===== src/rtl/sar_pkg.sv =====
package sar_pkg;

    typedef enum logic [1:0] {
        MODE_NORM  = 2'b00,
        MODE_PULSE = 2'b01,
        MODE_FAST  = 2'b10,
        MODE_WIDE  = 2'b11
    } mode_t;

    typedef enum logic [1:0] {
        ST_ACQ,
        ST_OPEN,
        ST_TRIAL
    } state_t;

    function automatic logic mode_is_fast(input mode_t m);
        return m[1];
    endfunction

endpackage


===== src/rtl/sar_bit_timer.sv =====
module sar_bit_timer #(
    parameter int CW = 3
) (
    input  logic          clk,
    input  logic          rst,
    input  logic          run,
    input  logic [CW-1:0] limit,
    output logic          bit_end
);
    logic [CW-1:0] cnt;

    assign bit_end = run && (cnt == limit - CW'(1));

    always_ff @(posedge clk) begin
        if (rst || !run || bit_end) begin
            cnt <= '0;
        end else begin
            cnt <= cnt + CW'(1);
        end
    end

endmodule


===== src/rtl/sar_idle_mon.sv =====
module sar_idle_mon #(
    parameter int IDLE_LIMIT = 1000
) (
    input  logic clk,
    input  logic rst,
    input  logic idle,
    input  logic clear,
    output logic long_gap
);
    localparam int IW = $clog2(IDLE_LIMIT + 1);
    localparam logic [IW-1:0] LIM = IW'(IDLE_LIMIT);

    logic [IW-1:0] cnt;

    assign long_gap = (cnt >= LIM);

    always_ff @(posedge clk) begin
        if (rst) begin
            cnt <= LIM;
        end else if (clear) begin
            cnt <= '0;
        end else if (idle && !long_gap) begin
            cnt <= cnt + IW'(1);
        end
    end

endmodule


===== src/rtl/sar_fmt.sv =====
module sar_fmt #(
    parameter int WIDTH = 16
) (
    input  logic [WIDTH-1:0] raw,
    input  logic             twos,
    output logic [WIDTH-1:0] code
);
    for (genvar i = 0; i < WIDTH; i++) begin : g_bit
        if (i == WIDTH - 1) begin : g_msb
            assign code[i] = raw[i] ^ twos;
        end else begin : g_low
            assign code[i] = raw[i];
        end
    end

endmodule


===== src/rtl/sar_conv_ctrl.sv =====
module sar_conv_ctrl
    import sar_pkg::*;
#(
    parameter int WIDTH      = 16,
    parameter int CPB_WIDE   = 2,
    parameter int CPB_FAST   = 2,
    parameter int CPB_NORM   = 3,
    parameter int CPB_PULSE  = 4,
    parameter int IDLE_LIMIT = 100000
) (
    input  logic             clk,
    input  logic             rst,
    input  logic             conv_n,
    input  logic             mode_fast,
    input  logic             mode_pulse,
    input  logic             twos_sel,
    input  logic             cmp_in,
    output logic             sample_sw,
    output logic [WIDTH-1:0] trial,
    output logic             busy,
    output logic [WIDTH-1:0] result,
    output logic             stale,
    output logic             pwr_dn
);
    localparam int IXW = (WIDTH > 1) ? $clog2(WIDTH) : 1;
    localparam int CPB_MAX = (CPB_WIDE > CPB_FAST ? CPB_WIDE : CPB_FAST) >
                             (CPB_NORM > CPB_PULSE ? CPB_NORM : CPB_PULSE) ?
                             (CPB_WIDE > CPB_FAST ? CPB_WIDE : CPB_FAST) :
                             (CPB_NORM > CPB_PULSE ? CPB_NORM : CPB_PULSE);
    localparam int CW = $clog2(CPB_MAX + 1);
    localparam int CPB_TAB [4] = '{CPB_NORM, CPB_PULSE, CPB_FAST, CPB_WIDE};

    state_t           state;
    mode_t            mode_q;
    logic             conv_q;
    logic             start;
    logic             long_gap;
    logic             bit_end;
    logic             stale_pend;
    logic [IXW-1:0]   idx;
    logic [WIDTH-1:0] kept;
    logic [WIDTH-1:0] res_raw;
    logic [CW-1:0]    cpb_sel;

    assign start     = conv_q && !conv_n && (state == ST_ACQ);
    assign cpb_sel   = CW'(CPB_TAB[mode_q]);
    assign sample_sw = (state == ST_ACQ);
    assign trial     = (state == ST_TRIAL) ? (kept | (WIDTH'(1) << idx)) : '0;

    sar_bit_timer #(.CW(CW)) u_timer (
        .clk     (clk),
        .rst     (rst),
        .run     (state == ST_TRIAL),
        .limit   (cpb_sel),
        .bit_end (bit_end)
    );

    sar_idle_mon #(.IDLE_LIMIT(IDLE_LIMIT)) u_idle (
        .clk      (clk),
        .rst      (rst),
        .idle     (state == ST_ACQ),
        .clear    (start),
        .long_gap (long_gap)
    );

    sar_fmt #(.WIDTH(WIDTH)) u_fmt (
        .raw  (res_raw),
        .twos (twos_sel),
        .code (result)
    );

    always_ff @(posedge clk) begin
        if (rst) begin
            state      <= ST_ACQ;
            mode_q     <= MODE_NORM;
            conv_q     <= 1'b1;
            busy       <= 1'b0;
            stale      <= 1'b1;
            pwr_dn     <= 1'b0;
            stale_pend <= 1'b0;
            idx        <= '0;
            kept       <= '0;
            res_raw    <= '0;
        end else begin
            conv_q <= conv_n;
            case (state)
                ST_ACQ: begin
                    if (start) begin
                        state      <= ST_OPEN;
                        mode_q     <= mode_t'({mode_fast, mode_pulse});
                        busy       <= 1'b1;
                        pwr_dn     <= 1'b0;
                        stale_pend <= mode_fast && long_gap;
                        kept       <= '0;
                        idx        <= IXW'(WIDTH - 1);
                    end
                end
                ST_OPEN: begin
                    state <= ST_TRIAL;
                end
                default: begin
                    if (bit_end) begin
                        kept[idx] <= cmp_in;
                        if (idx == '0) begin
                            state   <= ST_ACQ;
                            busy    <= 1'b0;
                            res_raw <= {kept[WIDTH-1:1], cmp_in};
                            stale   <= stale_pend;
                            pwr_dn  <= (mode_q == MODE_PULSE);
                        end else begin
                            idx <= idx - IXW'(1);
                        end
                    end
                end
            endcase
        end
    end

    // switches closed and trial pattern empty while idle
    a_r2_idle_quiet: assert property (@(posedge clk) disable iff (rst)
        !busy |-> (sample_sw && trial == '0));

    // first busy cycle opens the switches before any trial bit
    a_r2_open_first: assert property (@(posedge clk) disable iff (rst)
        $rose(busy) |-> (!sample_sw && trial == '0));

    // power-down request released as a conversion begins
    a_r8_pd_release: assert property (@(posedge clk) disable iff (rst)
        $rose(busy) |-> !pwr_dn);

    // held result only changes when a conversion completes
    a_r3_result_hold: assert property (@(posedge clk) disable iff (rst)
        (!busy && !$past(busy)) |-> $stable(res_raw));

    // a stale mark only follows a conversion started in a fast mode
    a_r7_stale_fast: assert property (@(posedge clk) disable iff (rst)
        ($fell(busy) && stale) |-> mode_is_fast(mode_q));

endmodule


===== config.mk =====
export PLATFORM = sky130hd
export DESIGN_NAME = sar_conv_ctrl
export DESIGN_NICKNAME = d
export VERILOG_FILES = /design/src/rtl/sar_pkg.sv /design/src/rtl/sar_bit_timer.sv /design/src/rtl/sar_idle_mon.sv /design/src/rtl/sar_fmt.sv /design/src/rtl/sar_conv_ctrl.sv
export SDC_FILE = /design/constraint.sdc
export NUM_CORES = 1
export LEC_CHECK = 0
export ABC_AREA = 1
export CAP_MARGIN = 20
export CORE_MARGIN = 2
export CORE_UTILIZATION = 24
export CTS_BUF_LIST = sky130_fd_sc_hd__clkbuf_8 sky130_fd_sc_hd__clkbuf_16
export DETAILED_ROUTE_END_ITERATION = 12
export DONT_BUFFER_PORTS = 1
export PLACE_DENSITY_LB_ADDON = 0.12
export SLEW_MARGIN = 20
export SYNTH_ARGS = -nofsm -noshare
export SYNTH_HDL_FRONTEND = slang
export SYNTH_SLANG_ARGS = --single-unit

===== constraint.sdc =====
create_clock -name clk -period 1.28 [get_ports clk]
set_input_delay 0.256 -clock clk [delete_from_list [all_inputs] [get_ports clk]]
set_output_delay 0.256 -clock clk [all_outputs]
set_load 0.02 [all_outputs]

# ---- Yosys cells after proc, flatten, opt, wreduce, memory -nomap -nowiden
# Cells that the tools add are included.
dict set report word_totals {
  ff_bits 65
  out_inout_bits 36
  word_cells 87
}
dict set report classes {
  addsub 4
  order_cmp 4
  eq_ne 6
  n_shift 1
  mux 28
  n_bitwise 5
  n_reduce_logical 26
}
# operator count
set ops {}
lappend ops {{$bmux W32 S2} 1}
lappend ops {{$mux W16} 3}
lappend ops {{$mux W17} 2}
lappend ops {{$pmux W16 S2} 1}
lappend ops {{$add A17 B1 Y17 const B} 1}
lappend ops {{$ge A17 B17 Y1 const B} 1}
lappend ops {{$bwmux W16} 1}
lappend ops {{$or A16 B16 Y16} 1}
lappend ops {{$shl A1 B4 Y16 const A} 1}
lappend ops {{$mux W4} 3}
lappend ops {{$reduce_and A3 Y1} 3}
lappend ops {{$pmux W4 S2} 1}
lappend ops {{$reduce_and A4 Y1} 2}
lappend ops {{$mux W1} 7}
lappend ops {{$logic_and A1 B1 Y1} 6}
lappend ops {{$mux W2} 3}
lappend ops {{$mux W3} 2}
lappend ops {{$reduce_bool A2 Y1} 3}
lappend ops {{$reduce_bool A3 Y1} 2}
lappend ops {{$lt A4 B5 Y1 const B} 1}
lappend ops {{$demux W1 S4} 1}
lappend ops {{$eq A2 B1 Y1 const B} 2}
lappend ops {{$ge A4 B1 Y1 const B} 1}
lappend ops {{$logic_not A4 Y1} 1}
lappend ops {{18 further kinds} 24}

# ---- Longest topological paths before layout
# Gate-level depths: netlist of the first run.
dict set report logic_depth {
  ltp_word 9
  depth_mapped 10
  ltp_nobuf 10
}

# ---- Hierarchy
# From an unflattened synthesis of the first run, not the netlist that was laid out.
dict set report hier_totals {
  cells_unflattened 548
  hier_area_um2 3752.3
}
# module n_inst cells_each area_each_um2 seq_area_each_um2
set by_module_without_submodules {}
lappend by_module_without_submodules {sar_conv_ctrl 1 325 2202.1 900.9}
lappend by_module_without_submodules {sar_idle_mon 1 168 1208.7 340.3}
lappend by_module_without_submodules {sar_bit_timer 1 35 210.2 60.1}
lappend by_module_without_submodules {sar_fmt 1 20 131.4 0.0}

# ---- Least setup slack after synthesis of the first run
# No wires, ideal clock.
dict set report synth_timing {
  path_type {reg-to-output}
  from {register state[1]}
  to {output port trial[0]}
  arrival_time_ns 1.256
  required_ns 1.024
  setup_slack_ns -0.232
  path_stages_with_launch 5
  path_cell_list {dfxtp_1 > inv_1 > nor2_2 > inv_1 > nor2_1}
}
dict set report synth_via {
  elab_chain_len 2
}
# element line
set synth_rtl {}
lappend synth_rtl {{from (decl)} sar_conv_ctrl.sv:33} ;# state_t state;
lappend synth_rtl {{from (signal assigned)} sar_conv_ctrl.sv:74} ;# state <= ST_ACQ;
lappend synth_rtl {{from (signal assigned)} sar_conv_ctrl.sv:89} ;# state <= ST_OPEN;
lappend synth_rtl {{from (signal assigned)} sar_conv_ctrl.sv:99} ;# state <= ST_TRIAL;
lappend synth_rtl {{$eq A2 B2 Y1} sar_conv_ctrl.sv:48} ;# assign trial = (state == ST_TRIAL) ? (kept | (WIDTH'(1) << idx)) : '0;
lappend synth_rtl {{$mux W16} sar_conv_ctrl.sv:48}
lappend synth_rtl {{to (decl)} sar_conv_ctrl.sv:19} ;# output logic [WIDTH-1:0] trial,
# No other way between the ends.

# ---- Worst setup path in the final report of the first run
dict set report layout_timing {
  from {register idx[0]}
  to {output port trial[8]}
}
dict set report layout_via {
  elab_chain_len 3
}
# element line
set layout_rtl {}
lappend layout_rtl {{from (decl)} sar_conv_ctrl.sv:40} ;# logic [IXW-1:0] idx;
lappend layout_rtl {{from (signal assigned)} sar_conv_ctrl.sv:95} ;# idx <= IXW'(WIDTH - 1);
lappend layout_rtl {{from (signal assigned)} sar_conv_ctrl.sv:111} ;# idx <= idx - IXW'(1);
lappend layout_rtl {{$shl A1 B4 Y16} sar_conv_ctrl.sv:48}
lappend layout_rtl {{$or A16 B16 Y16} sar_conv_ctrl.sv:48}
lappend layout_rtl {{$mux W16} sar_conv_ctrl.sv:48}
# No other way between the ends.

==> run summary, run 1 <==
Status = finished, violations left
Failing checks = negative setup slack
CTS tree = built
Gr usage total = 0.148
Hold Path Class = in2reg
P per Cell Area = 1190 nW/um2
Startpoint Class = register
Mapped cell area = 3650 um2
Final min period = 1.67 ns
Area grow syn2layout = 68.4%
ANT nets after route = 0
Post-Synth Adder-Cell Area = 0.0274
Pre-antenna DRT Iters = 4
Post-synthesis register bit count = 65
CTS max path bufs = 2
GRT overflow = 0
Critical path arrival = 1.41 ns
Crit end category = primary output
Nets = 650
Met2 Resource Use GR = 0.251
Overall Power = 0.00733 W
Final hold violation count = 0
Skew-Pair Late Insertion Delay = 0.34 ns
Multi-input logic area = 2730 um2
DR WL/cell = 14.3 um
CP max FO = 4
Sequential cell area = 1340 um2
Mean cell area of the mapped netlist = 6.78 um2
Syn nets = 553
Critical Path RT = 1.02 ns
Core footprint = 15000 um2
Kind of critical path = reg2out
Setup Slack @ Placement = -0.308 ns
GR Util met1 = 0.181
H-tree Lvls = 3
DIE AREA = 16200 um2
Number of distinct library cells after synthesis = 31
Post-Synth XOR/XNOR Area = 0.0216
Mux contribution to synthesized area = 0
Top-Level Pins = 43
Die W = 127 um
Number of global-route vias before repair = 3669
Port bufs = 0
Peak supply drop = 0.000598 V
Final setup viols = 78
Number of remaining DRC errors = 0
DR iter-0 viols = 128
Max Cap Viol = 0
Clock sink total = 65
Layout cell share with drive strength beyond 1 = 0.539
Met3 Use GR = 0.0461
Largest net degree at the start of global routing = 24
Leakage = 2.57 nW
Root buffer cell = clkbuf_16
Starting density of the core = 0.243
Final period util = 1.30
FP Rows = 45
GP Congestion = 0.829
First-pass GRT wire length = 18700 um
Busiest layer in global routing = met2
Final Skew = 0.00786 ns
Initial antenna violation count = 0
CTS Buf Count = 9
Routed WL = 11800 um
Slew @ Worst Pin = 1.03 ns
CTS clk-pin slew, worst paths = 0.06 ns
FMAX = 600 MHz
Synth warn = 0
Crit path setup slack, layout = -0.387 ns
Post-Synth Simple-Gate Area = 0.341
Synth Instances = 538
Hpwl dp = 7430 um
Slew Limit Fails = 0
Antenna diodes = 0
RSZ-0062 raised after global routing = yes
Die Y = 127 um
Combinational family with the most area after synthesis = simple AND/OR/NAND/NOR gates
Fraction of the mapped netlist area in compound gates = 0.128
Seq/Total Area, Yosys = 0.357
Vias = 3700
DR vias/cell = 4.47
Rel. slew slack = 0.312
Fillers = 1510
-- sequential cells by signal, indices dropped and copies added (netlist names) --
register / cells
state: 2
u_timer.cnt: 3
stale_pend: 1
res_raw: 16
idx: 4
mode_q: 2
kept: 16
conv_q: 1
u_idle.cnt: 17
pwr_dn: 1
busy: 1
stale: 1
-- layout make-up --
class | instances | share of cell area
clock inverters | 5 | 0.00896
flip-flops and latches | 65 | 0.217
inverters | 52 | 0.0391
multi-input cells | 386 | 0.445
well taps | 188 | 0.0383
clock buffers | 11 | 0.0411
repair buffers | 119 | 0.208
repair inverters | 2 | 0.00285
-- path summary, 6_finish.rpt --
path	from	endpoint	slack (ns)	cells after the start
max	idx[0]$_SDFFE_PP0P_	trial[8]	-0.39	6
max reg2reg	idx[0]$_SDFFE_PP0P_	res_raw[5]$_SDFFE_PP0P_	-0.34	10
min	mode_pulse	mode_q[0]$_SDFFE_PP0P_	0.05	2
min reg2reg	res_raw[15]$_SDFFE_PP0P_	res_raw[15]$_SDFFE_PP0P_	0.48	2
-- synth_stat cells --
| cell | n | area (um2) |
|---|---|---|
| buf_2 | 6 | 30.0 |
| inv_1 | 47 | 176 |
| buf_4 | 19 | 143 |
| xor2_1 | 5 | 43.8 |
| nor2_2 | 14 | 87.6 |
| clkbuf_1 | 7 | 26.3 |
| o21ai_0 | 19 | 95.1 |
| a21oi_2 | 10 | 87.6 |
| nand2_2 | 1 | 6.26 |
| nor2_4 | 2 | 22.5 |
| clkinv_2 | 1 | 5.00 |
| nand2_4 | 1 | 11.3 |
| nand4_1 | 6 | 37.5 |
| nor2_1 | 51 | 191 |
| nand3_1 | 42 | 210 |
| buf_12 | 2 | 40.0 |
| ha_1 | 8 | 100 |
| o21ai_1 | 1 | 5.00 |
| o21a_1 | 8 | 60.1 |
| dfxtp_1 | 65 | 1300 |
| o22ai_1 | 1 | 6.26 |
| xnor2_1 | 4 | 35.0 |
| nand3_2 | 5 | 50.1 |
| buf_6 | 2 | 22.5 |
| nand3b_1 | 1 | 7.51 |
| or2_2 | 1 | 6.26 |
| nor3_1 | 2 | 10.0 |
| inv_2 | 4 | 15.0 |
| o211ai_1 | 1 | 7.51 |
| a21oi_1 | 41 | 205 |
| nand2_1 | 161 | 604 |
-- report_power, final --
part / total, W / switching, W / internal, W / leakage [nW]
Combinational: 0.00250 / 0.00130 / 0.00120 / 1.88
Sequential: 0.00227 / 0.000131 / 0.00214 / 0.534
Clock: 0.00256 / 0.000955 / 0.00161 / 0.153
Total: 0.00733 / 0.00238 / 0.00495 / 2.57
-- metrics by stage --
stage	util	area (um2)	instances	TNS (ns)	hold WS (ns)
after CTS	0.380	5720	821	-16.58	0.0420
after detailed placement	0.291	4380	767	-9.36	0.326
after floorplan	-	3740	538	0	0.318
after global routing	0.409	6140	828	-22.93	0.0431
after global placement	0.291	4380	767	-8.10	0.324
final	0.409	6140	828	-16.73	0.0479
-- per-layer routing --
layer / part of all wire / routed length (um) / vias up
li1: - / - / 1906
met1: 0.44 / 5230 / 1737
met2: 0.50 / 5920 / 46
met3: 0.045 / 529 / 11
met4: 0.012 / 142 / 0
met5: 0 / 0 / -
-- cells in the final DEF (no fill, tap or decap), types with 19 or more instances in the layout --
cell	netlist	final
nor2_2	14	19
nand2_1	161	121
buf_4	19	78
nand2_4	1	22
a21oi_2	10	24
a21oi_1	41	27
nor2_1	51	30
nand3_2	5	21
dfxtp_1	65	49
inv_1	47	24
-- critical path: stages (launching register included) --
cell	delay (ns)
dfxtp_4	0.40
inv_6	0.05
ha_4	0.17
buf_6	0.11
nand3_2	0.08
inv_2	0.04
o21a_4	0.21
-- kinds of logic (layout without fill, tap and decap cells) --
logic type / count (synthesis) / in the layout
AND/OR/NAND/NOR: 287 / 288
buffers and inverters: 88 / 189
AO/OA/AOI/OAI: 81 / 81
flip-flops: 65 / 65
XOR/XNOR: 9 / 9
adder cells (fa/ha/maj): 8 / 8
-- repair_timing --
item,4_1_cts,5_1_grt
gates resized for setup,186,98
hold buffers,1,0
hold endpoints to repair,23,0
setup endpoints to repair,77,80
gates cloned,10,1
setup buffers,28,9
pin swaps,60,46
Power figures use the tool's default switching activity.
==> run 2, diff against run 1 <==
Settings changed: SKIP_CTS_REPAIR_TIMING set to 1.
Clock period 1.28 ns to 2.14 ns, I/O delays scaled along.
==> run 2 against run 1 <==
- the run now ends clean
- die area is the same
- first-iteration DRC count up 28%
- wire length is 20% lower
- largest cell class unchanged
==> run summary, run 2 (synthesis results as in run 1) <==
DR vias/cell = 4.41
Root buffer cell = clkbuf_16
Number of global-route vias before repair = 3084
Largest registers = u_idle.cnt x17, kept x16, res_raw x16
Top-Level Pins = 43
GRT overflow = 0
CTS clk-pin slew, worst paths = 0.05 ns
CTS max path bufs = 2
Max FFs per register = 17
Most frequent cells in the layout = nand2_1 (161), dfxtp_1 (63), nor2_1 (51), inv_1 (46), nand3_1 (42)
Area grow syn2layout = 10.8%
First-pass GRT wire length = 16100 um
Routed WL = 9430 um
Gr usage total = 0.127
Non-filler cells, final = 719
Final period util = 0.939
Final min period = 2.01 ns
Peak supply drop = 0.000397 V
Most common cell on crit path = nor2_1
Crit end category = primary output
Psw = 0.00103 W
P per Cell Area = 850 nW/um2
FP Rows = 45
# placed instances = 704
Core footprint = 15000 um2
Slew Limit Fails = 0
Leakage = 1.67 nW
Total internal power = 0.00241 W
CTS tree = built
Starting density of the core = 0.243
Crit-path max cell delay = 0.40 ns
GP Congestion = 0.792
Port bufs = 0
Critical Path RT = 1.71 ns
CP max FO = 5
Startpoint Class = register
Hold_ws = 0.153 ns
Initial antenna violation count = 0
Switch share = 0.298
CP max-delay cell = dfxtp_1
Kind of critical path = reg2out
Worst path cell trace = inv_2, ha_2, nand2_1, inv_1, nor2_1, nor2_1, buf_4
Final hold violation count = 0
Setup Slack @ Placement = 0.342 ns
Sequential share of power = 0.397
Vias = 3171
Critical path arrival = 1.58 ns
Hpwl dp = 6680 um
Commonest non-fill, non-tap cell in the layout = nand2_1
Layout cell share with drive strength beyond 1 = 0.137
Antenna diodes = 0
Die W = 127 um
CTS Buf Count = 9
Max Cap Viol = 0
Rel. slew slack = 0.680
Status = completed
Largest net degree at the start of global routing = 40
RSZ-0062 raised after global routing = no
Final Skew = 0.00624 ns
DIE AREA = 16200 um2
DR iter-0 viols = 164
Slew @ Worst Pin = 0.479 ns
Clock sink total = 65
Comb pwr share = 0.169
Crit path setup slack, layout = 0.131 ns
Die Y = 127 um
Clock Power Share = 0.434
Skew-Pair Late Insertion Delay = 0.34 ns
Number of remaining DRC errors = 0
Final setup viols = 0
DR WL/cell = 13.1 um
FMAX = 498 MHz
Reg with most FFs = u_idle.cnt
ANT nets after route = 0
Nets = 542
Hold Path Class = in2reg
H-tree Lvls = 3
Pre-antenna DRT Iters = 4
## run 2: changes by cell type in the layout (fill, tap and decap cells not counted), sizes merged
cell,change
dlygate4sd3,-1
nand2,-1
clkinvlp,-1
clkbuf,-1
clkinv,-2
buf,-102
bufbuf,-1
## run 2: final timing paths
check / start / end / slack, ns / cells past startpoint
max: idx[1]$_SDFFE_PP0P_ / trial[0] / 0.13 / 7
min: rst / res_raw[8]$_SDFFE_PP0P_ / 0.15 / 1
max reg2reg: state[0]$_SDFFE_PP0P_ / pwr_dn$_SDFFE_PP0P_ / 0.47 / 6
min reg2reg: u_timer.cnt[0]$_SDFF_PP0_ / u_timer.cnt[0]$_SDFF_PP0_ / 0.46 / 1
## run 2: power by group through the flow
stage / Combinational, W / Sequential (W) / Clock (W)
after floorplan: 0.000501 / 0.00135 / 0
after global placement: 0.000592 / 0.00139 / 0
after detailed placement: 0.000590 / 0.00138 / 0
after CTS: 0.000591 / 0.00136 / 0.00156
after global routing: 0.000678 / 0.00138 / 0.00161
final: 0.000581 / 0.00136 / 0.00149
## run 2: worst max-delay path, delay by kind of cell, from the launching register on
family | cells | cell delay (ns)
fa+ha+maj | 1 | 0.21
buf+inv | 3 | 0.32
flops | 1 | 0.40
simple gates | 3 | 0.31
## run 2: final cells by class
cell class | count | area (um2)
clock buffers | 11 | 253
clock inverters | 4 | 43.8
fillers | 1676 | 11000
inverters | 52 | 196
multi-input cells | 385 | 1910
flip-flops and latches | 65 | 1300
well taps | 188 | 235
repair buffers | 14 | 105
## run 2: metal layers
layer,GRT usage,wire length [um]
met5,0,0
met4,0.0582,176
met3,0.0348,363
met2,0.201,4380
met1,0.162,4510
## run 2: stage by stage
stage | power, W | cell area [um2] | setup TNS, ns | util
global route | 0.00366 | 4040 | 0 | 0.269
CTS | 0.00351 | 4030 | -0.0356 | 0.268
global placement | 0.00198 | 3730 | 0 | 0.248
finish | 0.00344 | 4040 | 0 | 0.269
detailed placement | 0.00197 | 3730 | 0 | 0.248
floorplan | 0.00185 | 3650 | 0 | -
==> run 3, diff against run 2 <==
Settings changed: ABC_AREA 1 to unset.
==> run 3 against run 2 <==
- area after synthesis fell by 14%
- register-to-register slack got worse by 0.41 ns
- die area fell by 14%
- combinational power decreased by 31%
- synthesized cell count down 27%
- clock power down 12%
- flip-flop and latch count did not move
- utilization increased by 2.7 points
- global-route usage is 0.29 points higher
- critical path depth is 2 lower
- largest cell class unchanged
==> run summary, run 3 <==
Status = completed
FP Rows = 41
Post-Synth Adder-Cell Area = 0.0319
Starting density of the core = 0.248
Mean cell area of the mapped netlist = 8.00 um2
P per Cell Area = 803 nW/um2
Top_reg_cell synth = dfxtp_1
CTS Buf Count = 9
CTS clk-pin slew, worst paths = 0.05 ns
Post-synth EDFFs = 0
Initial antenna violation count = 0
H-tree Lvls = 3
Routed WL = 8550 um
Most frequent cells in the layout = nand2_1 (67), dfxtp_1 (63), a21oi_1 (59), buf_4 (40), inv_1 (23)
Mapped cell area = 3140 um2
GRT overflow = 0
Core footprint = 12700 um2
Top-Level Pins = 43
Die Y = 118 um
CTS max path bufs = 2
Layout cell share with drive strength beyond 1 = 0.176
Setup tns final = 0 ns
RSZ-0062 raised after global routing = yes
Max Cap Viol = 0
Syn nets = 407
Total internal power = 0.00221 W
Hold_ws = 0.166 ns
Port bufs = 0
Post-synthesis register bit count = 65
Number of distinct library cells after synthesis = 46
FMAX = 481 MHz
Nets = 421
Synth Instances = 392
Post-synth ARST share = 0
Clock sink total = 65
Max FFs per register = 17
Die W = 118 um
Number of remaining DRC errors = 0
Startpoint Class = register
Final Skew = 0.00325 ns
ANT nets after route = 0
Antenna diodes = 0
DR WL/cell = 14.7 um
DIE AREA = 14000 um2
Area grow syn2layout = 19.5%
Final min period = 2.08 ns
Peak supply drop = 0.000317 V
Hpwl dp = 5930 um
Largest registers = u_idle.cnt x17, kept x16, res_raw x16
Post-Synth Simple-Gate Area = 0.223
First-pass GRT wire length = 14200 um
Kind of critical path = reg2reg
Synth warn = 0
Root buffer cell = clkbuf_16
Slew @ Worst Pin = 0.635 ns
Area contributors post-synth = dfxtp_1 (41%), a21oi_1 (9.6%), nand2_1 (8.0%)
DR iter-0 viols = 79
Pre-antenna DRT Iters = 4
Skew-Pair Late Insertion Delay = 0.33 ns
Top cell type's share of synthesized area = 0.415
CP max FO = 6
Combinational family with the most area after synthesis = simple AND/OR/NAND/NOR gates
Synth top cells by count = nand2_1 (67), dfxtp_1 (65), a21oi_1 (60)
Hold Path Class = in2reg
Seq/Total Area, Yosys = 0.415
CTS tree = built
Gr usage total = 0.130
Final hold violation count = 0
Switch share = 0.267
Fraction of the mapped netlist area in compound gates = 0.192
Reg with most FFs = u_idle.cnt
Vias = 2623
Mux contribution to synthesized area = 0.00319
Sequential share of power = 0.431
DR vias/cell = 4.51
Commonest non-fill, non-tap cell in the layout = nand2_1
Slew Limit Fails = 0
GP Congestion = 0.807
Critical Path RT = 2.41 ns
Number of global-route vias before repair = 2727
Critical path arrival = 2.34 ns
Clock Power Share = 0.436
Comb pwr share = 0.133
Rel. slew slack = 0.577
Leakage = 1.31 nW
Final setup viols = 0
Final period util = 0.971
Post-Synth XOR/XNOR Area = 0.0391
Largest net degree at the start of global routing = 54
Top cell type by total area after synthesis = dfxtp_1
Psw = 0.000805 W
Crit end category = register
Most frequent cell after synthesis = nand2_1
## run 3: cell count changes after synthesis, moves of 7 or more
| cell | before | now |
|---|---|---|
| nand3_1 | 42 | 16 |
| nor2_2 | 14 | 0 |
| inv_1 | 47 | 22 |
| clkbuf_1 | 7 | 18 |
| o21a_1 | 8 | 1 |
| nand2_1 | 161 | 67 |
| a21oi_1 | 41 | 60 |
| o21ai_0 | 19 | 3 |
| nor2_1 | 51 | 22 |
| o32ai_1 | 0 | 15 |
| a21oi_2 | 10 | 0 |
## run 3: path summary, 6_finish.rpt
kind / start / to / slack, ns / cells past startpoint
setup / recovery: u_idle.cnt[12]$_SDFFE_PP0N_ / u_idle.cnt[12]$_SDFFE_PP0N_ / 0.06 / 5
hold / removal: rst / pwr_dn$_SDFFE_PP0P_ / 0.17 / 1
setup reg to reg: u_idle.cnt[12]$_SDFFE_PP0N_ / u_idle.cnt[12]$_SDFFE_PP0N_ / 0.06 / 5
hold reg to reg: kept[7]$_SDFFE_PP0P_ / res_raw[7]$_SDFFE_PP0P_ / 0.45 / 2
## run 3: critical path, stage by stage (launching register included)
cell and delay (ns):
dfxtp_1 0.32, or4_1 0.55, a31o_1 0.24, or2_4 0.26, or4_4 0.52, a21oi_2 0.12
## run 3: power by group through the flow
| stage | combinational [W] | clock [W] | sequential (W) |
|---|---|---|---|
| final | 0.000401 | 0.00131 | 0.00130 |
| after global routing | 0.000450 | 0.00142 | 0.00130 |
| after CTS | 0.000396 | 0.00137 | 0.00129 |
| after detailed placement | 0.000394 | 0 | 0.00132 |
| after global placement | 0.000395 | 0 | 0.00132 |
| after floorplan | 0.000286 | 0 | 0.00130 |
## run 3: cell families after synthesis
kind of cell	after synthesis
AO/OA/AOI/OAI	97
XOR/XNOR	14
adder cells (fa/ha/maj)	8
buffers and inverters	60
flip-flops	65
multiplexers	1
AND/OR/NAND/NOR	147
## run 3: final cells by class
cell class                 instances  area (um2)
fill                            1405        8920
multi-input combinational        267        1570
sequential                        65        1300
timing repair buffer              41         320
clock buffer                      10         239
tap                              172         215
inverter                          22        82.6
clock inverter                     5        23.8
## run 3: layer usage
| metal | vias to the layer above | track usage | share of wire |
|---|---|---|---|
| met3 | 6 | 0.0483 | 0.044 |
| met1 | 1208 | 0.142 | 0.45 |
| met2 | 38 | 0.232 | 0.50 |
| met5 | - | 0 | 0 |
| li1 | 1371 | - | - |
| met4 | 0 | 0.0429 | 0.012 |
## run 3: per-stage QoR
stage	total power (W)	setup WS [ns]	utilization	cell area (um2)	std cells
4_1_cts	0.00307	-0.100	0.293	3720	582
3_5_place_dp	0.00171	0.00921	0.273	3460	567
2_1_floorplan	0.00159	-0.0469	-	3140	392
5_1_grt	0.00318	-0.103	0.296	3750	582
6_report	0.00301	0.0620	0.296	3750	582
3_3_place_gp	0.00172	0.0356	0.273	3460	567
